[src/rtl/mdu_seq.sv]
module mdu_seq #(
  parameter int W = 32
) (
  input  logic         clk,
  input  logic         rst_n,
  input  logic         start,
  input  logic [2:0]   op,
  input  logic [W-1:0] a,
  input  logic [W-1:0] b,
  output logic         busy,
  output logic         done,
  output logic [W-1:0] result
);
  localparam int CW = $clog2(W);

  logic [2*W-1:0] acc;
  logic [W-1:0]   dvs, a_q;
  logic [2:0]     op_q;
  logic           nq, nr, dz, busy_q, done_q;
  logic [CW-1:0]  cnt;

  wire accept = start && !busy_q;

  wire a_sgn = op[2] ? ~op[0] : (op != 3'b011);
  wire b_sgn = op[2] ? ~op[0] : ~op[1];
  wire na    = a_sgn & a[W-1];
  wire nb    = b_sgn & b[W-1];
  wire [W-1:0] amag = na ? -a : a;
  wire [W-1:0] bmag = nb ? -b : b;

  wire [W:0]     msum   = {1'b0, acc[2*W-1:W]} + {1'b0, (acc[0] ? dvs : {W{1'b0}})};
  wire [2*W-1:0] mul_nx = {msum, acc[W-1:1]};
  wire [W:0]     dtry   = acc[2*W-1:W-1] - {1'b0, dvs};
  wire [2*W-1:0] div_nx = dtry[W] ? {acc[2*W-2:0], 1'b0}
                                  : {dtry[W-1:0], acc[W-2:0], 1'b1};

  always_ff @(posedge clk or negedge rst_n) begin
    if (!rst_n) begin
      acc    <= '0;
      dvs    <= '0;
      a_q    <= '0;
      op_q   <= '0;
      nq     <= 1'b0;
      nr     <= 1'b0;
      dz     <= 1'b0;
      busy_q <= 1'b0;
      done_q <= 1'b0;
      cnt    <= '0;
    end else if (accept) begin
      acc    <= {{W{1'b0}}, amag};
      dvs    <= bmag;
      a_q    <= a;
      op_q   <= op;
      nq     <= na ^ nb;
      nr     <= na;
      dz     <= (b == '0);
      busy_q <= 1'b1;
      done_q <= 1'b0;
      cnt    <= '0;
    end else if (busy_q) begin
      acc <= op_q[2] ? div_nx : mul_nx;
      cnt <= cnt + 1'b1;
      if (cnt == CW'(W-1)) begin
        busy_q <= 1'b0;
        done_q <= 1'b1;
      end
    end
  end

  wire [2*W-1:0] prod = nq ? -acc : acc;
  wire [W-1:0]   quo  = nq ? -acc[W-1:0] : acc[W-1:0];
  wire [W-1:0]   rem  = nr ? -acc[2*W-1:W] : acc[2*W-1:W];
  wire [W-1:0]   mres = (op_q[1:0] == 2'b00) ? prod[W-1:0] : prod[2*W-1:W];
  wire [W-1:0]   dres = op_q[1] ? (dz ? a_q : rem) : (dz ? {W{1'b1}} : quo);

  assign result = op_q[2] ? dres : mres;
  assign busy   = busy_q;
  assign done   = done_q;

  a_r8_exclusive: assert property (@(posedge clk) disable iff (!rst_n)
    $onehot0({busy_q, done_q}));

  a_r8_launch: assert property (@(posedge clk) disable iff (!rst_n)
    start && !busy_q |=> busy_q && !done_q);

  a_r8_run: assert property (@(posedge clk) disable iff (!rst_n)
    busy_q && cnt != CW'(W-1) |=> busy_q);

  a_r9_hold: assert property (@(posedge clk) disable iff (!rst_n)
    done_q && !start |=> done_q && $stable(result));

  a_r10_locked: assert property (@(posedge clk) disable iff (!rst_n)
    busy_q |=> $stable(op_q) && $stable(dvs) && $stable(a_q));
endmodule

[config.mk]
export PLATFORM = sky130hd
export DESIGN_NAME = mdu_seq
export DESIGN_NICKNAME = d
export VERILOG_FILES = /design/src/rtl/mdu_seq.sv
export SDC_FILE = /design/constraint.sdc
export NUM_CORES = 1
export LEC_CHECK = 0
export BUFFER_PORTS_ARGS = -buffer_cell sky130_fd_sc_hd__buf_2
export CORE_MARGIN = 2
export CORE_UTILIZATION = 25
export DETAILED_ROUTE_END_ITERATION = 6
export MAX_ROUTING_LAYER = met4
export PLACE_DENSITY = 0.5
export SYNTH_ARGS = -nofsm -noshare
export SYNTH_HDL_FRONTEND = slang
export SYNTH_SLANG_ARGS = --single-unit
[constraint.sdc]
create_clock -name clk -period 5.4 [get_ports clk]
set_input_delay 1.35 -clock clk [delete_from_list [all_inputs] [get_ports clk]]
set_output_delay 1.35 -clock clk [all_outputs]
set_load 0.005 [all_outputs]
==> out/qor.yml, run 1 <==
outcome:
  status: "aborted with a tool error"
  lastStage: "detailed routing (5_2_route)"
  stop_error: "[ERROR DRT-0255] Maze Route cannot find path of net clk in worker of routeBox ( 193200 0 ) ( 241655 48300 )."
clock_network:
  cts-root-buf: "clkbuf_16"
  htree_num_levels: 4
  cts_buffer_depth: 2
  cts_buffers: 17
  cts_sinks: 141
  hold_buffers: 0
floorplanning:
  boundaryPins: 104
  die_x_um: 242
  core.rowCount: 87
  die_h_um: 242
  floorplan.initialDensity_pct: 25.2
synth:
  synthTopCellsByCount: "nand2_1, a21oi_1, nor2_1, o21ai_0, dfrtp_1"
  postSynthAreaPerCell_sq_um: 7.74
  ys_ff_latch: 141
  yosysMostFrequentCell: "nand2_1"
  synth_cells: 1825
  synth_ff_type: "dfrtp_1"
  synth_nets: 1967
  async_reset_ff_share_pct: 100
  synthTopCellsByArea: "dfrtp_1, xnor2_1, a21oi_1"
  synth_edf_count: 0
  seq_area_frac_synth_pct: 25.0
  yosysWarnings: 0
  synthesis.area_sq_um: 14100
  synth_top_area_cell: "dfrtp_1"
  synth_cell_types: 75
  synth_top_area_share_pct: 25.0
global_route:
  first_global_vias: 13000
  grt_usage_pct: 17.3
  antenna_found_initial: 1
  grt_pass1_wl_mm: 77.5
  grt_max_degree: 89
  gr-total-overflow: 0
timing:
  endpoint_type: "top-level output"
  crit_endpoint: "result[16]"
placed_design:
  port_buffers: 103
  dpl.hpwl_mm: 38.4
  dp.cells: 2592
  gp_congestion: 0.919
[cell families after synthesis]
| family | count (synthesis) | synth area share [%] |
|---|---|---|
| compound gates | 573 | 25.3 |
| simple gates | 561 | 18.6 |
| xor+xnor | 205 | 12.7 |
| buf+inv | 179 | 4.91 |
| flops | 141 | 25.0 |
| mux | 94 | 7.00 |
| fa+ha+maj | 72 | 6.49 |
[routing by layer]
metal	global-route usage (%)
met5	-
met4	5.59
met3	2.39
met2	25.5
met1	24.2
[metrics by stage]
stage / setup slack [ns] / hold WS [ns] / cell area, sq um / setup TNS (ns) / util (%)
CTS: 0.0209 / 0.487 / 16000 / 0 / 28.5
floorplan: 0.797 / 0.450 / 14100 / 0 / -
global route: -0.00262 / 0.500 / 16100 / -0.00262 / 28.7
detailed placement: 0.405 / 0.473 / 15400 / 0 / 27.4
global placement: 0.456 / 0.462 / 15400 / 0 / 27.4
[timing repair]
| item | CTS | global route |
|---|---|---|
| resized for setup | 4 | 15 |
| endpoints found under the setup margin | 6 | 10 |
| buffers inserted | 0 | 3 |
| pin swaps | 0 | 2 |
==> run 2, diff against run 1 <==
Settings changed: CORE_UTILIZATION 25 to 20, MAX_ROUTING_LAYER met4 to default, PLACE_DENSITY 0.5 to default, PLACE_DENSITY_LB_ADDON from default to 0.15.
==> run 2 against run 1 <==
The run now ends clean. Global-route usage is 1.5 points lower. Area after synthesis did not move. Synthesized cell count unchanged.
==> out/qor.yml, run 2 <==
outcome:
  status: "finished, final reports clean"
floorplanning:
  die_h_um: 270  # +12%
  core.rowCount: 97  # +11%
  die_x_um: 270  # +12%
  core_area_sq_um: 69900
  floorplan.initialDensity_pct: 20.2  # -5.0 points
  boundaryPins: 104  # unchanged
  dieArea_sq_um: 72700
clock_network:
  cts_buffers: 17  # unchanged
  cts_tree: "done"
  htree_num_levels: 4  # unchanged
  cts-root-buf: "clkbuf_16"
  hold_buffers: 0  # unchanged
  cts_sinks: 141  # unchanged
  cts_buffer_depth: 2  # unchanged
  clk_pin_slew_worst_paths_ns: 0.07
  clk_latency_ns: 0.49
finish:
  final_util_pct: 23.6
  largest_reg_flops: 64
  final_area_sq_um: 16500
  top_register: "acc"
  drive_gt1_share_pct: 14.5
  reg_top3: "acc x64, a_q x32, dvs x32"
  syn2layout_area_growth_pct: 17.0
  layout_common_cells: "nand2_1, a21oi_1, nor2_1, o21ai_0, dfrtp_1"
  layout_commonest_cell: "nand2_1"
  nets: 2014
  n_antenna_cell: 0
flow_run:
  timing.max_cap.violations: 0
timing:
  hold_violations: 0
  fmax_ghz: 0.187
  tightest_slew_ns: 1.32
  skew_ns: 0.00765
  tns_ns: 0
  drv_slew: 0
  min_period_over_period_pct: 99.1
  finalSetupViolCount: 0
  relSlewSlack_pct: 11.1
  period_needed_ns: 5.35
  layout_setup_ws_ns: 0.0462
drt:
  wl_mm: 58.1
  avgRoutedWirePerCell_um: 20.6
  firstDrtPassIters: 5
  ant_nets: 0
  drt_iter0_markers: 1014
  vias_per_cell: 4.80
  drc: 0
  vias: 13600
power:
  power_density_nw_per_um2: 768
  leakagePower_nw: 6.65
  power_mw: 12.7
  peakVddDrop_v: 0.000505
placed_design:
  dpl.hpwl_mm: 44.0  # +15%
  gp_congestion: 0.855  # -7.0%
  dpl-instance-area_sq_um: 15700  # +2.2%
  port_buffers: 103  # unchanged
  place_ws_ns: 0.371  # -0.0348 ns
min_path:
  hp-class: "reg2reg"
synth:
  synth_edf_count: 0  # unchanged
  synthTopCellsByArea: "dfrtp_1, xnor2_1, a21oi_1"
  synth_nets: 1967  # unchanged
  synth_ff_type: "dfrtp_1"
  postSynthAreaPerCell_sq_um: 7.74  # unchanged
  async_reset_ff_share_pct: 100  # unchanged
  yosysWarnings: 0  # unchanged
  synthTopCellsByCount: "nand2_1, a21oi_1, nor2_1, o21ai_0, dfrtp_1"
  ys_ff_latch: 141  # unchanged
  yosysMostFrequentCell: "nand2_1"
  synth_top_area_cell: "dfrtp_1"
  synth_cells: 1825  # unchanged
  seq_area_frac_synth_pct: 25.0  # unchanged
  synth_cell_types: 75  # unchanged
  synth_top_area_share_pct: 25.0  # unchanged
  synthesis.area_sq_um: 14100  # unchanged
global_route:
  grt_pass1_wl_mm: 87.8  # +13%
  grt_usage_pct: 15.8  # -1.5 points
  grt_max_degree: 87  # -2.2%
  first_global_vias: 13500  # +3.4%
  gr-total-overflow: 0  # unchanged
  antenna_found_initial: 0  # -1
critical_path:
  end_kind: "output pin"
  cp.arrival_ns: 4.00
  worst_setup_path_start_kind: "flip-flop"
  crit_required_ns: 4.05
  crit_type: "reg2out"
  r2r_setup_slack_ns: 1.12
  crit_fanout: 8
-- run 2: cell families after synthesis --
| kind of cell | Yosys count | share of synthesized area [%] |
|---|---|---|
| flip-flops | 141 | 25.0 |
| multiplexers | 94 | 7.00 |
| buffers and inverters | 179 | 4.91 |
| adder cells (fa/ha/maj) | 72 | 6.49 |
| XOR/XNOR | 205 | 12.7 |
| AND/OR/NAND/NOR | 561 | 18.6 |
| AO/OA/AOI/OAI | 573 | 25.3 |
-- run 2: area by class of cell --
| class | count | area, sq um |
|---|---|---|
| repair buffers | 153 | 917 |
| multi-input cells | 1506 | 10100 |
| well taps | 940 | 1180 |
| clock inverters | 10 | 136 |
| clock buffers | 22 | 474 |
| inverters | 53 | 199 |
| fillers | 7816 | 53400 |
| flip-flops and latches | 141 | 3540 |
-- run 2: where the power goes --
part | switching, mW | total (mW) | internal [mW] | leakage [nW]
clock network | 0.540 | 1.30 | 0.760 | 0.293
logic | 5.21 | 8.83 | 3.62 | 4.66
registers | 0.957 | 2.57 | 1.61 | 1.70
total | 6.70 | 12.7 | 5.99 | 6.65
-- run 2: timing repair --
item                       in CTS  in global routing
hold endpoints to repair        0                  0
gates resized for setup         8                 34
gates cloned                    0                  1
pin swaps                       0                  5
setup endpoints to repair       9                 17
buffers inserted                1                  1
-- run 2: metal layers --
metal | track usage, % | share of wire, %
met1 | 22.5 | 50
met2 | 24.4 | 44
met3 | 2.31 | 3.7
met4 | 4.75 | 2.0
met5 | 0 | 0
-- run 2: final timing paths --
kind / startpoint / endpoint / cells after the start
worst max-delay path: acc[2] / result[29] / 10
max in group asynchronous: rst_n / busy / 2
worst max register to register: acc[31] / acc[35] / 15
worst min register to register: dvs[15] / dvs[15] / 2
worst min-delay path: dvs[15] / dvs[15] / 2
min in group asynchronous: rst_n / a_q[12] / 1
-- run 2: worst max-delay path, cell delays in order (launching register included) --
cell	delay, ns
dfrtp_1	0.47
nor3_1	0.50
nand3_1	0.31
or4_4	0.60
nor3_4	0.29
nand3_4	0.27
o41ai_4	0.35
xnor2_1	0.16
nor2_1	0.07
nor3_2	0.31
buf_2	0.17
-- run 2: stage by stage --
| step | hold slack, ns | std cells |
|---|---|---|
| after floorplan | 0.450 | 1825 |
| after CTS | 0.487 | 2823 |
| final | 0.477 | 2825 |
| after global routing | 0.515 | 2825 |
| after global placement | 0.462 | 2790 |
| after detailed placement | 0.472 | 2790 |
No activity file was read; power rests on OpenSTA's default activity.
